==> config.mk <==
export PLATFORM = sky130hd
export DESIGN_NAME = pkt_ts_capture
export DESIGN_NICKNAME = d
export VERILOG_FILES = /design/src/rtl/pts_pkg.sv /design/src/rtl/pts_event_filter.sv /design/src/rtl/pts_queue.sv /design/src/rtl/pts_readout.sv /design/src/rtl/pkt_ts_capture.sv
export SDC_FILE = /design/constraint.sdc
export NUM_CORES = 1
export LEC_CHECK = 0
export ABC_CLOCK_PERIOD_IN_PS = 5200
export BUFFER_PORTS_ARGS = -buffer_cell sky130_fd_sc_hd__buf_2
export CORE_MARGIN = 3
export CORE_UTILIZATION = 42
export DETAILED_ROUTE_END_ITERATION = 10
export GPL_TIMING_DRIVEN = 0
export SYNTH_ARGS = -nofsm -noshare
export SYNTH_HDL_FRONTEND = slang
export SYNTH_SLANG_ARGS = --single-unit
==> constraint.sdc <==
create_clock -name clk -period 5.2 [get_ports clk]
set_clock_uncertainty 0.05 [all_clocks]
set_input_delay 1.04 -clock clk [delete_from_list [all_inputs] [get_ports clk]]
set_output_delay 1.04 -clock clk [all_outputs]
set_load 0.01 [all_outputs]
==> src/rtl/pts_pkg.sv <==
package pts_pkg;
  localparam int SEC_W  = 32;
  localparam int NS_W   = 32;
  localparam int SEQ_W  = 16;
  localparam int TYPE_W = 4;
  localparam int WORD_W = 16;
  localparam int SEL_W  = 3;

  typedef struct packed {
    logic [SEC_W-1:0]  sec;
    logic [NS_W-1:0]   nsec;
    logic [SEQ_W-1:0]  seq;
    logic [TYPE_W-1:0] mtype;
    logic              is_tx;
  } pts_entry_t;

  localparam int ENTRY_W = $bits(pts_entry_t);

  typedef enum logic [1:0] {RO_IDLE, RO_HELD, RO_CLOSING} ro_state_t;

  function automatic logic [WORD_W-1:0] pick_word(pts_entry_t e, logic [SEL_W-1:0] sel);
    logic [WORD_W-1:0] w;
    case (sel)
      3'd0:    w = e.nsec[15:0];
      3'd1:    w = e.nsec[31:16];
      3'd2:    w = e.sec[15:0];
      3'd3:    w = e.sec[31:16];
      3'd4:    w = e.seq;
      3'd5:    w = {e.mtype, e.is_tx, 11'b0};
      default: w = '0;
    endcase
    return w;
  endfunction
endpackage

==> src/rtl/pts_event_filter.sv <==
module pts_event_filter
  import pts_pkg::*;
#(
  parameter logic [15:0] EVENT_MASK = 16'h000F
) (
  input  logic              rx_slice_en,
  input  logic              tx_slice_en,
  input  logic              tx_capture_en,
  input  logic              sop_valid,
  input  logic              sop_is_tx,
  input  logic [TYPE_W-1:0] sop_msg_type,
  output logic              accept
);
  logic dir_ok;
  always_comb begin
    dir_ok = sop_is_tx ? (tx_slice_en && tx_capture_en) : rx_slice_en;
    accept = sop_valid && dir_ok && EVENT_MASK[sop_msg_type];
  end
endmodule

==> src/rtl/pts_queue.sv <==
module pts_queue
  import pts_pkg::*;
#(
  parameter int DEPTH = 4
) (
  input  logic       clk,
  input  logic       rst,
  input  logic       push,
  input  pts_entry_t wdata,
  input  logic       pop,
  output pts_entry_t head,
  output logic       head_valid,
  output logic       overflow
);
  localparam int AW = (DEPTH > 1) ? $clog2(DEPTH) : 1;
  localparam int CW = $clog2(DEPTH + 1);

  logic [ENTRY_W-1:0] mem [DEPTH];
  logic [AW-1:0] wr_ptr, rd_ptr, rd_ptr_nx;
  logic [CW-1:0] count;
  logic full, do_push, do_pop;

  function automatic logic [AW-1:0] bump(logic [AW-1:0] p);
    return (p == AW'(DEPTH - 1)) ? '0 : p + 1'b1;
  endfunction

  always_comb begin
    full      = (count == CW'(DEPTH));
    do_push   = push && !full;
    do_pop    = pop && (count != '0);
    rd_ptr_nx = do_pop ? bump(rd_ptr) : rd_ptr;
  end

  always_ff @(posedge clk) begin
    if (do_push) mem[wr_ptr] <= wdata;
  end

  always_ff @(posedge clk) begin
    if (do_push && (wr_ptr == rd_ptr_nx)) head <= wdata;
    else                                  head <= mem[rd_ptr_nx];
  end

  always_ff @(posedge clk) begin
    if (rst) begin
      wr_ptr     <= '0;
      rd_ptr     <= '0;
      count      <= '0;
      head_valid <= 1'b0;
      overflow   <= 1'b0;
    end else begin
      if (do_push) wr_ptr <= bump(wr_ptr);
      rd_ptr <= rd_ptr_nx;
      count  <= count + CW'(do_push) - CW'(do_pop);
      head_valid <= ((count + CW'(do_push) - CW'(do_pop)) != '0);
      if (push && full) overflow <= 1'b1;
    end
  end

  assert_count_bound_R10: assert property (@(posedge clk) disable iff (rst)
    count <= CW'(DEPTH));
  assert_overflow_sticky_R10: assert property (@(posedge clk) disable iff (rst)
    overflow |=> overflow);
  assert_pending_after_push_R5: assert property (@(posedge clk) disable iff (rst)
    (push && !full) |=> head_valid);
endmodule

==> src/rtl/pts_readout.sv <==
module pts_readout
  import pts_pkg::*;
(
  input  logic              clk,
  input  logic              rst,
  input  logic              ctrl_we,
  input  logic [1:0]        ctrl_wdata,
  input  logic [SEL_W-1:0]  word_sel,
  input  pts_entry_t        head,
  input  logic              head_valid,
  output logic              pop,
  output logic [WORD_W-1:0] rd_word
);
  ro_state_t  state_q;
  pts_entry_t latch_q;

  always_comb pop = ctrl_we && (ctrl_wdata == 2'b00) && (state_q == RO_CLOSING);

  always_ff @(posedge clk) begin
    if (rst) begin
      state_q <= RO_IDLE;
      latch_q <= '0;
      rd_word <= '0;
    end else begin
      rd_word <= (state_q != RO_IDLE) ? pick_word(latch_q, word_sel) : '0;
      if (ctrl_we) begin
        case (state_q)
          RO_IDLE: if (ctrl_wdata == 2'b01 && head_valid) begin
            latch_q <= head;
            state_q <= RO_HELD;
          end
          RO_HELD: if (ctrl_wdata[1]) state_q <= RO_CLOSING;
          RO_CLOSING: if (ctrl_wdata == 2'b00) begin
            state_q <= RO_IDLE;
            latch_q <= '0;
          end
          default: state_q <= RO_IDLE;
        endcase
      end
    end
  end

  assert_release_has_entry_R8: assert property (@(posedge clk) disable iff (rst)
    pop |-> head_valid);
  assert_held_in_queue_R8: assert property (@(posedge clk) disable iff (rst)
    (state_q != RO_IDLE) |-> head_valid);
  assert_frozen_stable_R11: assert property (@(posedge clk) disable iff (rst)
    ((state_q != RO_IDLE) && ($past(state_q) != RO_IDLE)) |-> $stable(latch_q));
endmodule

==> src/rtl/pkt_ts_capture.sv <==
module pkt_ts_capture
  import pts_pkg::*;
#(
  parameter int          DEPTH      = 4,
  parameter logic [15:0] EVENT_MASK = 16'h000F
) (
  input  logic        clk,
  input  logic        rst,
  input  logic        rx_slice_en,
  input  logic        tx_slice_en,
  input  logic        tx_capture_en,
  input  logic        sop_valid,
  input  logic        sop_is_tx,
  input  logic [3:0]  sop_msg_type,
  input  logic [15:0] sop_seq_id,
  input  logic [31:0] sop_sec,
  input  logic [31:0] sop_nsec,
  input  logic        ctrl_we,
  input  logic [1:0]  ctrl_wdata,
  input  logic [2:0]  word_sel,
  output logic [15:0] rd_word,
  output logic        sop_pending,
  output logic        overflow
);
  logic       accept, pop;
  pts_entry_t in_entry, head;

  always_comb begin
    in_entry.sec   = sop_sec;
    in_entry.nsec  = sop_nsec;
    in_entry.seq   = sop_seq_id;
    in_entry.mtype = sop_msg_type;
    in_entry.is_tx = sop_is_tx;
  end

  pts_event_filter #(.EVENT_MASK(EVENT_MASK)) u_filter (
    .rx_slice_en(rx_slice_en), .tx_slice_en(tx_slice_en), .tx_capture_en(tx_capture_en),
    .sop_valid(sop_valid), .sop_is_tx(sop_is_tx), .sop_msg_type(sop_msg_type),
    .accept(accept));

  pts_queue #(.DEPTH(DEPTH)) u_queue (
    .clk(clk), .rst(rst), .push(accept), .wdata(in_entry), .pop(pop),
    .head(head), .head_valid(sop_pending), .overflow(overflow));

  pts_readout u_readout (
    .clk(clk), .rst(rst), .ctrl_we(ctrl_we), .ctrl_wdata(ctrl_wdata),
    .word_sel(word_sel), .head(head), .head_valid(sop_pending),
    .pop(pop), .rd_word(rd_word));

  assert_tx_gate_R3: assert property (@(posedge clk) disable iff (rst)
    (accept && sop_is_tx) |-> (tx_slice_en && tx_capture_en));
  assert_rx_gate_R2: assert property (@(posedge clk) disable iff (rst)
    (accept && !sop_is_tx) |-> rx_slice_en);
endmodule

[Word level (Yosys, flattened, before mapping)]
Memory sizes are Yosys's and may differ from the RTL's. A register that Yosys moved wholly into a read port is not among the register bits.
Index checks and enable logic that the tools add are counted.
Cells by class
  multiply operators: 0
  muxes and demuxes: 15
  $lt $le $gt $ge: 1
  shifts and indexed selects: 0
  bitwise operators: 1
  equality and inequality tests: 14
  add/subtract/negate cells: 4
  reduce and logical (&&, ||, !) cells: 20
  div/mod/pow operators: 0
Operators with widths (number)
  $mux 85: 2
  $pmux 85 s2: 1
  $pmux 16 s6: 1
  $mux 2: 6
  $eq 3x3->1 const B: 3
  $logic_and 1x1->1: 9
  $reduce_and 4->1: 2
  $eq 2x2->1 const B: 3
  $eq 3x2->1 const B: 2
  $pmux 2 s3: 1
  $reduce_bool 3->1: 2
  $lt 4x5->1 const B: 1
  $add 2x1->2 const B: 2
  $eq 2x1->1 const B: 2
  $logic_not 2->1: 2
  $mux 1: 4
  $ne 2x2->1 const B: 2
  $reduce_bool 2->1: 2
  $add 3x1->3: 1
  $eq 3x1->1 const B: 1
  $logic_not 3->1: 1
  $sub 3x1->3: 1
  $ne 2x1->1 const B: 1
  $reduce_or 2->1: 1
  other kinds (2): 2
Storage, ports and cells
  word-level logic and storage cells: 69
  memory bits (read-only): 16
  latch bits: 0
  bits in registers: 112
  bits of input ports: 97
  RAM bits: 340
  memories: 2
Memories
  u_queue.mem: words 4, bits a word 85, rd ports 1, clocked after memory_dff 1, wr ports 1, line pts_queue.sv:18  | logic [ENTRY_W-1:0] mem [DEPTH];
  (no name shown): words 16, bits a word 1, rd ports 1, clocked after memory_dff 0, wr ports 0, line pts_event_filter.sv:17  | accept = sop_valid && dir_ok && EVENT_MASK[sop_msg_type];

[Longest topological paths before layout]
  depth after elaboration: 8
  depth in mapped cells: 9

[Cells and area by module]
From an unflattened synthesis, not the netlist that was laid out.
Second synthesis, totals
  cells, all modules: 1031
  area total of the unflattened synthesis: 17917.2 um2
Modules (own cells, without submodules)
  pts_queue: area an instance 12816.0 um2, seq. area each 10430.0 um2, cells an instance 499, times used 1
  pts_readout: area an instance 5071.1 um2, seq. area each 2062.0 um2, cells an instance 528, times used 1
  pts_event_filter: area an instance 30.0 um2, seq. area each 0.0 um2, cells an instance 4, times used 1

[Worst setup path before layout]
Ideal clock, no wire load.
  kind: input-to-reg
  from: input port sop_is_tx
  to: memory u_queue.mem[0][0] (netlist bit), enable pin
  data required time: 4697 ps
  cell stages on the path: 3
  setup slack: 990 ps
  arrival time: 3707 ps
  library setup time: 453 ps
  cell sequence: nand3_1 -> a2111oi_4 -> and2_1
Between the ends
  word-level cells in the longest chain between the ends: 6
Ends and longest elaborated chain
  start: declaration: line pkt_ts_capture.sv:13  | input logic sop_is_tx,
  $mux 1: line pts_event_filter.sv:16  | dir_ok = sop_is_tx ? (tx_slice_en && tx_capture_en) : rx_slice_en;
  $logic_and 1x1->1 (2 in series): line pts_event_filter.sv:17
  $logic_and 1x1->1: line pts_queue.sv:29  | do_push = push && !full;
  net u_queue.do_push: line pts_queue.sv:21  | logic full, do_push, do_pop;
  $mux 1: line pts_queue.sv:35  | if (do_push) mem[wr_ptr] <= wdata;
  $mux 1 (not written as such): line pts_queue.sv:35
  end: declaration: line pts_queue.sv:18
The timed path passes the listed nets, and every way through them passes these cells.

[Final worst setup path]
  from: input port sop_is_tx
  to: memory u_queue.mem[1][3] (netlist bit), enable pin
Same word-level chain as after synthesis.

==> results.md <==
- Status: completed
- Worst setup SP type: primary input
- Synth Area in Compound Gates: 0.07554
- Syn. warnings: 0
- Worst Max-Slew Pin Slew: 892.5 ps
- DRT iter0 DRCs: 678
- Num ports: 115
- First element of the critical path: sop_is_tx
- DRC violations left: 0
- Postcts setup bufs: 0
- Max-capacitance violation count: 0
- Worst Path Arrival: 3060 ps
- Routed Antenna Nets: 0
- CP endpoint: u_queue.mem[1][3]$_DFFE_PP_
- CTS root buffer: clkbuf_16
- Starting density of the core: 0.4293
- Initial antenna violation count: 8
- Synthesized area: 0.01674 mm2
- Routed wire length: 37.40 mm
- Sequential share of the synthesized area: 0.7460
- Die area: 0.04230 mm2
- Global-route wire length before repair: 55.59 mm
- FP Rows: 72
- Critical path's largest stage delay: 680 ps
- Routed via count: 8649
- Total global-route track usage: 0.1780
- Largest family of logic cells by synthesized area: multiplexers
- Fmax: 347.4 MHz
- Die Y: 205.7 um
- Final Net Count: 1102
- Post_cts resized: 0
- Max rail drop VDD: 0.2728 mV
- Most common cell after layout, fill and taps aside: edfxtp_1
- PnR worst setup slack: 2321 ps
- Sequential standard cell area: 0.01249 mm2
- PwrDens: 380.6 mW/mm2
- Post-Layout Cell Count: 1553
- Min cycle time layout: 2879 ps
- Unique masters post-synth: 50
- Syn Inst Count: 830
- Worst skew pair latency: 570 ps
- Hold Crit Class: register to register
- Crit-path slowest cell: and2_4
- Largest net degree at the start of global routing: 54
- Worst slack, placed: 1727 ps
- CTS buffer count: 48
- Min-delay src: u_queue.overflow$_SDFFE_PP0P_
- Synth Area in Simple Gates: 0.01666
- H-tree Lvls: 2
- Vias in the first global route: 8736
- Final core occ: 0.5048
- LEAKAGE: 6.488 nW
- CP Max Fanout: 48
- Post-synthesis mux area share: 0.1335
- Most frequent cells in the layout: edfxtp_1, buf_2, dfxtp_1, mux4_2, a32o_1
- Post-synth EDFFs: 340
- CP Class: primary input to register
- Final hold viol count: 0
- Placed cells: 1465
- FF-to-FF setup slack: 2610 ps
- Routed wire per std cell: 24.08 um
- Xor/xnor cell area share of the yosys netlist: 0.001046
- Crit. End Element: register
- Clock transition at path regs: 60 ps
- FFs w/ async S/R, synth: 0
- Core area: 0.03901 mm2
- Crit path cell chain: buf_2 -> nand3_1 -> a2111oi_4 -> and2_4 -> buf_16
- Die width: 205.7 um
- Worst R2R End: u_queue.mem[1][3]$_DFFE_PP_
- GPL Wtd Cong: 0.8350
- Longest Clk Path Bufs: 3
- Main synth FF type: edfxtp_1
- Worst r2r src: u_queue.count[1]$_SDFF_PP0_
- Max_slew headroom: 0.4037
- Vias per cell: 5.569
- Clk sink count: 454
- Layout filler cell count: 3195
- Final slew viol count: 0
- Syn-to-layout area delta: 17.60%
- Worst path required time: 5380 ps
- Avg Inst Size Synth: 20.17 um2
- RSZ-0062 raised after global routing: no
- Post-Synth Adder-Cell Area: 0.006426
- Tcrit/Tclk final: 0.5536
- Yosys reg bits: 454
- Layout cells sized above 1: 0.3195
- Cts hold-fix bufs: 0
- Total grt overflow: 0
- Post-Synthesis Net Count: 935
- Final setup vio count: 0
- Router iterations before antenna repair: 5
- Clock tree from TritonCTS: built
- Port Buffers: 113
- Estimated wirelength of the detail-placed design: 24.59 mm
- Reg2Reg Depth: 4
- Multi-input gate area: 0.003915 mm2
==> critical path, delay by kind of cell <==
kind / cells / cell delay, ps
buffers and inverters: 2 / 480
and+or+nand+nor: 2 / 830
AOI/OAI and AO/OA: 1 / 630
==> kinds of logic after synthesis <==
| kind of cell | count (synthesis) |
|---|---|
| adders and majority gates | 8 |
| and+or+nand+nor | 49 |
| xor gates and xnor gates | 2 |
| buffers and inverters | 64 |
| muxes | 114 |
| DFF | 454 |
| AOI/OAI and AO/OA | 139 |
==> where the power goes <==
part	internal (W)	switching [W]	total, W
Sequential	0.00391	0.00000554	0.00391
Combinational	0.0000549	0.0000977	0.000153
Clock	0.00207	0.00136	0.00343
==> routing by layer <==
layer  part of all wire  GRT usage  vias to the layer above
li1                   -          -                     3846
met5             0.0021          0                        -
met2               0.47     0.2706                      217
met4              0.014    0.03661                       14
met3              0.062    0.04841                       52
met1               0.46     0.2600                     4520
==> Yosys cell counts, drive strengths merged (4+ instances only) <==
library cell	instances	share of area
nand2	9	0.0020
mux2	15	0.010
a32o	85	0.051
clkbuf	24	0.0054
mux4	86	0.12
dfxtp	114	0.14
mux2i	13	0.0078
nor2b	8	0.0030
nor2	7	0.0016
ha	7	0.0052
o22ai	12	0.0045
nor3	4	0.0015
buf	31	0.013
inv	8	0.0018
nand2b	6	0.0022
and2	5	0.0019
a2bb2oi	6	0.0031
a21oi	5	0.0015
a22oi	13	0.0058
edfxtp	340	0.61
==> area by class of cell <==
type,count,area share
Buffer,55,0.01595
Tap cell,518,0.03291
Antenna cell,2,0.0002541
Multi-Input combinational cell,312,0.1988
Clock inverter,25,0.01144
Sequential cell,454,0.6343
Inverter,9,0.001715
Timing Repair Buffer,117,0.03431
Clock buffer,61,0.07027
==> worst min path at each step <==
| stage | slack [ps] | endpoint | cells after the start |
|---|---|---|---|
| 2_1_floorplan | 410 | u_readout.latch_q[18]$_SDFFE_PP0P_ | 1 |
| 3_3_place_gp | 400 | u_queue.overflow$_SDFFE_PP0P_ | 1 |
| 3_5_place_dp | 420 | u_queue.overflow$_SDFFE_PP0P_ | 1 |
| 4_1_cts | 440 | u_queue.overflow$_SDFFE_PP0P_ | 1 |
| 5_1_grt | 460 | u_queue.overflow$_SDFFE_PP0P_ | 1 |
| 6_report | 430 | u_queue.overflow$_SDFFE_PP0P_ | 1 |
==> flip-flops by register name, indices dropped and copies added (netlist names), named ones only <==
register,count
u_queue.head_valid,1
u_queue.mem,340
u_queue.wr_ptr,2
u_readout.state_q,2
u_queue.count,3
u_queue.rd_ptr,2
u_readout.latch_q,85
u_queue.overflow,1
u_readout.rd_word,16
==> stage by stage <==
step | hold WS, ps | power [W] | cell area (um2) | setup TNS [ps]
global route | 461.7 | 0.007734 | 19690 | 0
CTS | 435.7 | 0.007573 | 19690 | 0
global placement | 395.9 | 0.004135 | 17960 | -336840
floorplan | 411.0 | 0.004046 | 16740 | 0
detailed placement | 422.2 | 0.004141 | 18080 | 0
finish | 429.5 | 0.007495 | 19690 | 0
Power figures use the tool's default switching activity.
